==> src/rtl/dma_irq_pkg.sv <==
package dma_irq_pkg;

  localparam int DONE_BIT = 0;
  localparam int ERR_BIT  = 6;

  localparam logic [31:0] EN_SET_OFS = 32'h0000_0000;
  localparam logic [31:0] EN_CLR_OFS = 32'h0000_0004;
  localparam logic [31:0] SUM_BASE   = 32'h0000_0030;
  localparam logic [31:0] STAT_OFS   = 32'h0000_0010;
  localparam logic [31:0] MASK_OFS   = 32'h0000_0020;

  typedef enum logic [2:0] {
    ACC_NONE,
    ACC_EN_SET,
    ACC_EN_CLR,
    ACC_SUM,
    ACC_STAT,
    ACC_MASK
  } acc_e;

  // stored pair {err, done} placed at its register bit positions
  function automatic logic [31:0] evt_word(logic [1:0] v);
    logic [31:0] w;
    w = '0;
    w[ERR_BIT]  = v[1];
    w[DONE_BIT] = v[0];
    return w;
  endfunction

endpackage

==> src/rtl/dma_irq_decode.sv <==
module dma_irq_decode
  import dma_irq_pkg::*;
#(
  parameter int N_CH   = 4,
  parameter int N_DEST = 4,
  parameter int ADDR_W = 16,
  parameter int CH_W   = $clog2(N_CH),
  parameter int DEST_W = $clog2(N_DEST)
) (
  input  logic [ADDR_W-1:0] addr_i,
  output acc_e              kind_o,
  output logic [CH_W-1:0]   ch_o,
  output logic [DEST_W-1:0] dest_o
);

  logic [31:0] a;
  logic [31:0] off;
  logic [31:0] win;

  always_comb begin
    a      = 32'(addr_i);
    off    = 32'(a[9:0]);
    win    = 32'(a[14:10]);
    kind_o = ACC_NONE;
    ch_o   = '0;
    dest_o = '0;
    if (a[1:0] == 2'b00) begin
      if (a[31:15] == '0) begin
        if (a == EN_SET_OFS) kind_o = ACC_EN_SET;
        else if (a == EN_CLR_OFS) kind_o = ACC_EN_CLR;
        else if (a >= SUM_BASE && a < SUM_BASE + 32'(4 * N_DEST)) begin
          kind_o = ACC_SUM;
          dest_o = DEST_W'((a - SUM_BASE) >> 2);
        end
      end else if (a[31:16] == '0 && win < 32'(N_CH)) begin
        ch_o = CH_W'(win);
        if (off >= STAT_OFS && off < STAT_OFS + 32'(4 * N_DEST)) begin
          kind_o = ACC_STAT;
          dest_o = DEST_W'((off - STAT_OFS) >> 2);
        end else if (off >= MASK_OFS && off < MASK_OFS + 32'(4 * N_DEST)) begin
          kind_o = ACC_MASK;
          dest_o = DEST_W'((off - MASK_OFS) >> 2);
        end
      end
    end
  end

endmodule

==> src/rtl/dma_en_reg.sv <==
module dma_en_reg #(
  parameter int N_CH = 4
) (
  input  logic            clk_i,
  input  logic            rst_ni,
  input  logic            set_i,
  input  logic            clr_i,
  input  logic [N_CH-1:0] bits_i,
  output logic [N_CH-1:0] en_o
);

  always_ff @(posedge clk_i or negedge rst_ni) begin
    if (!rst_ni)    en_o <= '0;
    else if (set_i) en_o <= en_o | bits_i;
    else if (clr_i) en_o <= en_o & ~bits_i;
  end

endmodule

==> src/rtl/dma_chan_evt.sv <==
module dma_chan_evt #(
  parameter int N_DEST = 4
) (
  input  logic                   clk_i,
  input  logic                   rst_ni,
  input  logic                   en_i,
  input  logic                   done_i,
  input  logic                   err_i,
  input  logic [N_DEST-1:0]      st_clr_i,
  input  logic [N_DEST-1:0]      mk_we_i,
  input  logic [1:0]             wbits_i,
  output logic [N_DEST-1:0][1:0] status_o,
  output logic [N_DEST-1:0][1:0] mask_o,
  output logic [N_DEST-1:0]      pend_o
);

  logic [1:0] evt;
  assign evt = en_i ? {err_i, done_i} : 2'b00;

  for (genvar d = 0; d < N_DEST; d++) begin : g_dest
    always_ff @(posedge clk_i or negedge rst_ni) begin
      if (!rst_ni) status_o[d] <= '0;
      // set wins over a coincident clear
      else status_o[d] <= (status_o[d] & ~(st_clr_i[d] ? wbits_i : 2'b00)) | evt;
    end

    always_ff @(posedge clk_i or negedge rst_ni) begin
      if (!rst_ni)         mask_o[d] <= '0;
      else if (mk_we_i[d]) mask_o[d] <= wbits_i;
    end

    assign pend_o[d] = |(status_o[d] & mask_o[d]);
  end

endmodule

==> src/rtl/dma_irq_ctrl.sv <==
module dma_irq_ctrl
  import dma_irq_pkg::*;
#(
  parameter int N_CH   = 4,
  parameter int N_DEST = 4,
  parameter int ADDR_W = 16
) (
  input  logic              clk_i,
  input  logic              rst_ni,
  input  logic              req_i,
  input  logic              we_i,
  input  logic [ADDR_W-1:0] addr_i,
  input  logic [31:0]       wdata_i,
  output logic [31:0]       rdata_o,
  input  logic [N_CH-1:0]   done_evt_i,
  input  logic [N_CH-1:0]   err_evt_i,
  output logic [N_CH-1:0]   ch_en_o,
  output logic [N_DEST-1:0] irq_o
);

  localparam int CH_W   = (N_CH > 1) ? $clog2(N_CH) : 1;
  localparam int DEST_W = (N_DEST > 1) ? $clog2(N_DEST) : 1;

  acc_e              kind;
  logic [CH_W-1:0]   ch_sel;
  logic [DEST_W-1:0] dest_sel;
  logic              wr;
  logic [1:0]        wbits;
  logic [N_DEST-1:0] dest_oh;

  logic [N_CH-1:0][N_DEST-1:0][1:0] st_all;
  logic [N_CH-1:0][N_DEST-1:0][1:0] mk_all;
  logic [N_CH-1:0][N_DEST-1:0]      pend_all;
  logic [N_DEST-1:0][N_CH-1:0]      sum;

  dma_irq_decode #(
    .N_CH(N_CH), .N_DEST(N_DEST), .ADDR_W(ADDR_W), .CH_W(CH_W), .DEST_W(DEST_W)
  ) u_dec (
    .addr_i (addr_i),
    .kind_o (kind),
    .ch_o   (ch_sel),
    .dest_o (dest_sel)
  );

  assign wr      = req_i & we_i;
  assign wbits   = {wdata_i[ERR_BIT], wdata_i[DONE_BIT]};
  assign dest_oh = N_DEST'(1) << dest_sel;

  dma_en_reg #(.N_CH(N_CH)) u_en (
    .clk_i  (clk_i),
    .rst_ni (rst_ni),
    .set_i  (wr && kind == ACC_EN_SET),
    .clr_i  (wr && kind == ACC_EN_CLR),
    .bits_i (wdata_i[N_CH-1:0]),
    .en_o   (ch_en_o)
  );

  for (genvar c = 0; c < N_CH; c++) begin : g_ch
    logic hit;
    assign hit = wr && (ch_sel == CH_W'(c));

    dma_chan_evt #(.N_DEST(N_DEST)) u_evt (
      .clk_i    (clk_i),
      .rst_ni   (rst_ni),
      .en_i     (ch_en_o[c]),
      .done_i   (done_evt_i[c]),
      .err_i    (err_evt_i[c]),
      .st_clr_i ((hit && kind == ACC_STAT) ? dest_oh : '0),
      .mk_we_i  ((hit && kind == ACC_MASK) ? dest_oh : '0),
      .wbits_i  (wbits),
      .status_o (st_all[c]),
      .mask_o   (mk_all[c]),
      .pend_o   (pend_all[c])
    );

    for (genvar d = 0; d < N_DEST; d++) begin : g_sum
      assign sum[d][c] = pend_all[c][d];
    end
  end

  for (genvar d = 0; d < N_DEST; d++) begin : g_irq
    assign irq_o[d] = |sum[d];
  end

  always_comb begin
    unique case (kind)
      ACC_EN_SET, ACC_EN_CLR: rdata_o = 32'(ch_en_o);
      ACC_SUM:                rdata_o = 32'(sum[dest_sel]);
      ACC_STAT:               rdata_o = evt_word(st_all[ch_sel][dest_sel]);
      ACC_MASK:               rdata_o = evt_word(mk_all[ch_sel][dest_sel]);
      default:                rdata_o = '0;
    endcase
  end

endmodule

==> config.mk <==
export PLATFORM = sky130hd
export DESIGN_NAME = dma_irq_ctrl
export DESIGN_NICKNAME = d
export VERILOG_FILES = /design/src/rtl/dma_irq_pkg.sv /design/src/rtl/dma_irq_decode.sv /design/src/rtl/dma_en_reg.sv /design/src/rtl/dma_chan_evt.sv /design/src/rtl/dma_irq_ctrl.sv
export SDC_FILE = /design/constraint.sdc
export NUM_CORES = 1
export LEC_CHECK = 0
export CORE_MARGIN = 5
export CORE_UTILIZATION = 50
export CTS_CLUSTER_DIAMETER = 120
export DETAILED_ROUTE_END_ITERATION = 12
export GPL_TIMING_DRIVEN = 0
export HOLD_SLACK_MARGIN = 0.06
export PLACE_DENSITY = 0.81
export SETUP_SLACK_MARGIN = 0.02
export SYNTH_ARGS = -nofsm -noshare
export SYNTH_HDL_FRONTEND = slang
export SYNTH_HIERARCHICAL = 1
export SYNTH_SLANG_ARGS = --single-unit
==> constraint.sdc <==
create_clock -name clk_i -period 4.35 [get_ports clk_i]
set_input_delay 0.87 -clock clk_i [delete_from_list [all_inputs] [get_ports clk_i]]
set_output_delay 0.87 -clock clk_i [all_outputs]
set_load 0.005 [all_outputs]
==> metrics.md, run 1 <==
| Metric | Value |
|---|---|
| Status | `completed` |
| Hold_buf cts | `0` |
| Library cells used by synthesis | `40` |
| CTS tree | `built` |
| Clk_skew | `0.00978 ns` |
| DRC errors left | `0` |
| Tmin final | `roughly 4.3 ns` |
| Mapped Cells | `between 300 and 400` |
| Mapped Avg Cell Area | `~11 um2` |
| Finished Layout Cells | `around 570` |
| Final hold viol count | `0` |
| Die H | `101 um` |
| Worst-path clk slew | `0.06 ns` |
| CTS sink count | `between 60 and 70` |
| Critical Path Stages | `11` |
| Share of cells above drive strength 1 | `around 31%` |
| R2r worst-path depth | `2` |
| Area contributors post-synth | `dfrtp_1, a22o_1, mux2_2` |
| Worst-margin pin slew | `roughly 1.2 ns` |
| Final #Nets | `519` |
| Core Rows | `33` |
| Placed cell count | `around 550` |
| Seq cells post-synth | `68` |
| Worst hold path type | `flop to flop` |
| Power Dens Cells | `~250 nW/um2` |
| CP Max Fanout | `4` |
| Unrepaired setup endpoints after global routing | `yes` |
| Final setup fails | `0` |
| CP top delay family | `simple AND/OR/NAND/NOR gates` |
| Port bufs | `44` |
| DRT Pass-1 Iters | `5` |
| Post-DRT Antenna Nets | `0` |
| Worst Hold Launch | `g_ch[1].u_evt/mask_o[4]` |
| Register area | `1700 um2` |
| Initial DRC Count | `273` |
| Most used cell, CP | `buf_6` |
| Tcrit/Tclk final | `99.5%` |
| Inserted Clock Buffers | `9` |
| Setup Crit Path Kind | `input pin to output port` |
| Cell Chain, Critical Path | `buf_6 > or4_4 > or3_4 > nor3_4 > buf_6 > buf_4 > mux4_1 > and2_1 > a2111oi_4 > o32ai_2 > buf_2` |
| Vias/cell | `about 5.9` |
| Overall global routing resource usage | `between 20% and 30%` |
| CTS root buffer | `clkbuf_8` |
| Post-synth top area share | `slightly above 40%` |
| Worst Setup Start Kind | `input pin` |
| Post-synth top area cell | `dfrtp_1` |
| Pins over their slew limit | `0` |
| Relative slew slack | `between 10% and 20%` |
| Ports | `100` |
| Vias | `roughly 3400` |
| Global route overflow | `0` |
| Post-DP HPWL | `roughly 8.3 mm` |
| Worst Path Arrival | `approximately 3.5 ns` |
| # fillers | `647` |
| GPL Wtd Cong | `between 0.9 and 1` |
| DR WL/cell | `around 20 um` |
| Data required, critical path | `between 3 and 4 ns` |
| Initial Utilization | `between 50% and 60%` |
| Initial antenna violation count | `0` |
| Clock Latency Late Sink | `about 0.36 ns` |
| Die Wd | `101 um` |
| Worst path bufs/invs | `4` |
| Area grow syn2layout | `24.9%` |
| Post-synth ARST share | `100%` |
| Cell area after synthesis | `approximately 4100 um2` |
| Worst hold stages | `1` |
| CP peak stage delay | `between 0.5 and 0.6 ns` |
| Crit path from | `addr_i[8]` |
| Yosys warns | `6` |
| # diodes | `0` |
| Post-synthesis sequential area ratio | `41.4%` |
| First-pass GRT wire length | `between 15 and 20 mm` |
| Multi-input gate area | `about 2300 um2` |
| Met3 usage | `5.61%` |
| Routed WL | `roughly 11 mm` |
| Worst hold slack | `approximately 0.54 ns` |
| Slowest stage cell, crit path | `or4_4` |
| CP Capture Type | `output port` |
| GR Layer Usage met2 | `36.7%` |
| TNS Setup | `0 ns` |
| Deepest clock path buffer count | `2` |
| Largest net degree at the start of global routing | `69` |
| Max VDD drop | `0.136 mV` |
| Maxcap violations | `0` |
| Cell leakage power | `around 2.3 nW` |
| Top FF cell, synth | `dfrtp_1` |
| Core footprint | `between 8000 and 9000 um2` |
| F_max | `231 MHz` |
| Global routing's busiest layer | `met2` |
| Die area | `approximately 10000 um2` |
| Met1 Use GR | `a little under a third` |
| H-tree depth | `3` |
| EDFF count, synth | `0` |
| Vias in the first global route | `between 3000 and 4000` |
per-layer routing:
layer / part of all wire (%) / routed length, um
met2: 48 / 5400
met5: 0 / 0
met4: 2.4 / 275
met3: 8.0 / 904
met1: 42 / 4780
synthesized netlist by cell type (all sizes together), types with 2 or more instances:
| cell | instances |
|---|---|
| mux2i | 5 |
| nand2 | 48 |
| and2 | 2 |
| nand2b | 4 |
| dfrtp | 68 |
| buf | 38 |
| nand3 | 5 |
| or4 | 6 |
| mux2 | 37 |
| nor3b | 2 |
| a22o | 52 |
| inv | 3 |
| a21oi | 2 |
| a2111oi | 2 |
| nor3 | 7 |
| clkbuf | 8 |
| nor2b | 4 |
| and3 | 2 |
| mux4 | 20 |
| a22oi | 4 |
| nor2 | 40 |
area by class of cell:
cell class | instances | share of cell area [%]
multi-input cells | 281 | 45.0
flip-flops and latches | 68 | 33.1
clock inverters | 2 | 0.682
well taps | 105 | 2.56
inverters | 3 | 0.219
clock buffers | 12 | 3.02
plain buffers | 45 | 6.52
repair buffers | 51 | 8.86
where the power goes:
group	total [mW]	internal, mW	switching, mW
registers	0.657	0.644	0.0134
logic	0.112	0.0560	0.0563
clock network	0.517	0.289	0.228
total	1.29	0.989	0.298
logic make-up after synthesis:
group / synth area share (%)
simple gates: 13.6
compound gates: 13.9
flops: 41.4
mux: 22.7
buf+inv: 8.09
xor+xnor: 0.213
other cells: 0.0912
state kept, by name, indices dropped and copies added, names as in the netlist, named ones only:
name	count
g_ch.u_evt/mask_o	32
g_ch.u_evt/status_o	32
worst paths after layout:
path	endpoint	slack, ns
setup / recovery	rdata_o[0]	0.02
hold / removal	g_ch[1].u_evt/mask_o[4]	0.54
setup reg to reg	g_ch[0].u_evt/status_o[6]	3.32
hold reg to reg	g_ch[1].u_evt/mask_o[4]	0.54
max in group asynchronous	g_ch[0].u_evt/mask_o[3]	3.18
min in group asynchronous	g_ch[1].u_evt/status_o[7]	0.61
cell usage in the layout (no fill, tap or decap), drive strengths merged, types with 2 or more instances in the layout:
cell | Yosys | final
a22o | 52 | 52
clkbuf | 8 | 22
mux2 | 37 | 37
clkdlybuf4s50 | 0 | 29
clkdlybuf4s15 | 0 | 2
a21oi | 2 | 2
mux2i | 5 | 5
conb | 1 | 27
a22oi | 4 | 4
a2111oi | 2 | 2
nor2b | 4 | 4
nor3b | 2 | 2
buf | 38 | 53
nand2 | 48 | 48
nor2 | 40 | 40
and2 | 2 | 2
inv | 3 | 3
nand3 | 5 | 5
and3 | 2 | 2
nand2b | 4 | 4
mux4 | 20 | 20
or4 | 6 | 6
dfrtp | 68 | 68
nor3 | 7 | 7
what timing repair did:
action / 4_1_cts / 5_1_grt
setup buffers: 6 / 1
setup endpoints to repair: 5 / 5
pin swaps: 10 / 4
gates resized for setup: 67 / 13
through the flow:
step | util [%] | power (mW) | instance area [um2] | setup WS (ns)
floorplan | - | 0.710 | 4210 | 0.264
global placement | 58.8 | 0.774 | 4780 | -0.993
detailed placement | 58.8 | 0.776 | 4780 | -0.962
CTS | 62.7 | 1.29 | 5100 | 0.0229
global route | 63.2 | 1.33 | 5140 | -0.0799
finish | 63.2 | 1.29 | 5140 | 0.0214
Note: power is estimated with default switching activity, not from simulation.
==> inputs of run 2 (changes only) <==
GPL_TIMING_DRIVEN = unset   (was 0)
==> metrics.md, run 2 (same netlist as run 1, synthesis figures left out) <==
| Metric | Value |
|---|---|
| Die Wd | `101 um (unchanged)` |
| Power Dens Cells | `251 nW/um2 (was 250 nW/um2)` |
| Post-DP HPWL | `8.56 mm (was 8.34 mm)` |
| Maxcap violations | `0 (unchanged)` |
| CTS sink count | `68 (unchanged)` |
| Switching Power | `0.311 mW (was 0.298 mW)` |
| Die area | `10100 um2 (unchanged)` |
| Switching share of power | `24.1% (was 23.2%)` |
| Largest net degree at the start of global routing | `44 (was 69)` |
| Global routing's busiest layer | `met2 (unchanged)` |
| CP Capture Type | `output port (unchanged)` |
| Core footprint | `8130 um2 (unchanged)` |
| CTS root buffer | `clkbuf_8 (unchanged)` |
| Pins over their slew limit | `0 (unchanged)` |
| Clock Latency Late Sink | `0.36 ns (about the same)` |
| H-tree depth | `3 (unchanged)` |
| Worst hold path type | `flop to flop (unchanged)` |
| Setup Crit Path Kind | `input pin to output port (unchanged)` |
| Ports | `100 (unchanged)` |
| Worst-margin pin slew | `1.29 ns (was 1.23 ns)` |
| F_max | `232 MHz (was 231 MHz)` |
| DRT Pass-1 Iters | `5 (unchanged)` |
| Seq pwr share | `50.9% (was 51.1%)` |
| Area grow syn2layout | `25.2% (was 24.9%)` |
| Largest regs | `g_ch.u_evt/mask_o: 32 flops, g_ch.u_evt/status_o: 32 flops (unchanged)` |
| Post-DRT Antenna Nets | `0 (unchanged)` |
| Placed instance area | `4760 um2 (was 4780 um2)` |
| Core Rows | `33 (unchanged)` |
| Cell leakage power | `2.30 nW (was 2.33 nW)` |
| DRC errors left | `0 (unchanged)` |
| Met1 Use GR | `30.6% (was 30.8%)` |
| Initial antenna violation count | `0 (unchanged)` |
| DR WL/cell | `21.3 um (was 20.0 um)` |
| Routed WL | `12.0 mm (was 11.4 mm)` |
| Data required, critical path | `3.48 ns (about the same)` |
| Final #Nets | `512 (was 519)` |
| GPL Wtd Cong | `0.997 (was 0.978)` |
| Initial DRC Count | `441 (was 273)` |
| First-pass GRT wire length | `18.8 mm (was 18.1 mm)` |
| CP Max Fanout | `7 (was 4)` |
| Die H | `101 um (unchanged)` |
| Deepest clock path buffer count | `2 (unchanged)` |
| Inserted Clock Buffers | `9 (unchanged)` |
| Initial Utilization | `50.6% (unchanged)` |
| Share of cells above drive strength 1 | `31.1% (was 31.2%)` |
| Post-Route Utilization | `63.3% (was 63.2%)` |
| Relative slew slack | `13.7% (was 17.5%)` |
| Vias/cell | `6.20 (was 5.92)` |
| Final Cell Area | `5150 um2 (was 5140 um2)` |
| Most frequent cells in the layout | `dfrtp_1, a22o_1, nand2_1 (unchanged)` |
| Clk_skew | `0.00887 ns (was 0.00978 ns)` |
| Most common cell after layout, fill and taps aside | `dfrtp_1 (unchanged)` |
| Clk pwr share | `41.4% (was 40.2%)` |
| Worst Path Arrival | `3.44 ns (was 3.46 ns)` |
| # diodes | `0 (unchanged)` |
| Global route overflow | `0 (unchanged)` |
| Final setup fails | `0 (unchanged)` |
| Worst-path clk slew | `0.06 ns (about the same)` |
| Worst hold slack | `0.536 ns (was 0.541 ns)` |
| Final Power | `1.29 mW (about the same)` |
| Unrepaired setup endpoints after global routing | `yes (unchanged)` |
| Met3 usage | `6.85% (was 5.61%)` |
| Status | `completed (unchanged)` |
| CTS tree | `built (unchanged)` |
| Port bufs | `45 (was 44)` |
| Internal | `0.981 mW (was 0.989 mW)` |
| Comb pwr share | `7.7% (was 8.7%)` |
| Max VDD drop | `0.187 mV (was 0.136 mV)` |
| Tcrit/Tclk final | `99.1% (was 99.5%)` |
| GR Layer Usage met2 | `38.9% (was 36.7%)` |
| Final hold viol count | `0 (unchanged)` |
| Vias in the first global route | `3537 (was 3346)` |
| Worst Setup Start Kind | `input pin (unchanged)` |
| Overall global routing resource usage | `24.2% (was 23.3%)` |
| Tmin final | `4.31 ns (was 4.33 ns)` |
| Vias | `3483 (was 3356)` |
run 2: final timing paths:
check,slack [ns],end,from,cells after the start
worst max-delay path,0.04,rdata_o[3],addr_i[0],11
worst min-delay path,0.54,g_ch[1].u_evt/mask_o[6],g_ch[1].u_evt/mask_o[6],1
worst max register to register,3.34,g_ch[2].u_evt/status_o[7],flop,1
worst min register to register,0.54,g_ch[1].u_evt/mask_o[6],g_ch[1].u_evt/mask_o[6],1
max in group asynchronous,2.80,g_ch[2].u_evt/mask_o[6],rst_ni,2
min in group asynchronous,0.67,g_ch[1].u_evt/status_o[2],rst_ni,1
run 2: stage by stage:
| step | cells | setup TNS, ns | setup WS (ns) |
|---|---|---|---|
| floorplan | 398 | 0 | 0.264 |
| global placement | 536 | -2.93 | -0.651 |
| detailed placement | 536 | -2.90 | -0.646 |
| CTS | 561 | 0 | 0.0314 |
| global route | 562 | -0.0818 | -0.0703 |
| finish | 562 | 0 | 0.0376 |
run 2: critical path, cell delays in order:
cell and delay (ns):
buf_6 0.09, or4_4 0.55, or3_4 0.41, nor3_4 0.13
buf_6 0.17, buf_6 0.10, mux4_2 0.49, mux2_4 0.28
a22oi_2 0.16, nor2_1 0.06, buf_2 0.12
run 2: power by group through the flow:
stage                     Combinational, mW  Clock [mW]  Sequential, mW
after floorplan                      0.0476           0           0.662
after global placement               0.0926           0           0.668
after detailed placement             0.0957           0           0.668
after CTS                            0.0968       0.540           0.656
after global routing                  0.109       0.565           0.657
final                                 0.100       0.534           0.657
run 2: routing by layer:
metal / vias to the layer above / share of wire, %
met2: 213 / 49
met1: 1737 / 38
met4: 0 / 2.9
met3: 35 / 10
met5: - / 0
li1: 1498 / -
run 2: area by class of cell:
| class | instances | area, um2 |
|---|---|---|
| Fill cell | 659 | 2980 |
| Clock inverter | 5 | 50.0 |
| Inverter | 3 | 11.3 |
| Tap cell | 105 | 131 |
| Sequential cell | 68 | 1700 |
| Timing Repair Buffer | 89 | 805 |
| Clock buffer | 11 | 151 |
| Multi-Input combinational cell | 281 | 2300 |
run 2: timing repair:
action                                  CTS  global route
hold buffers                              0             0
endpoints found under the setup margin    5             5
setup buffers                             9             1
pin swaps                                12             5
resized for setup                        59            11
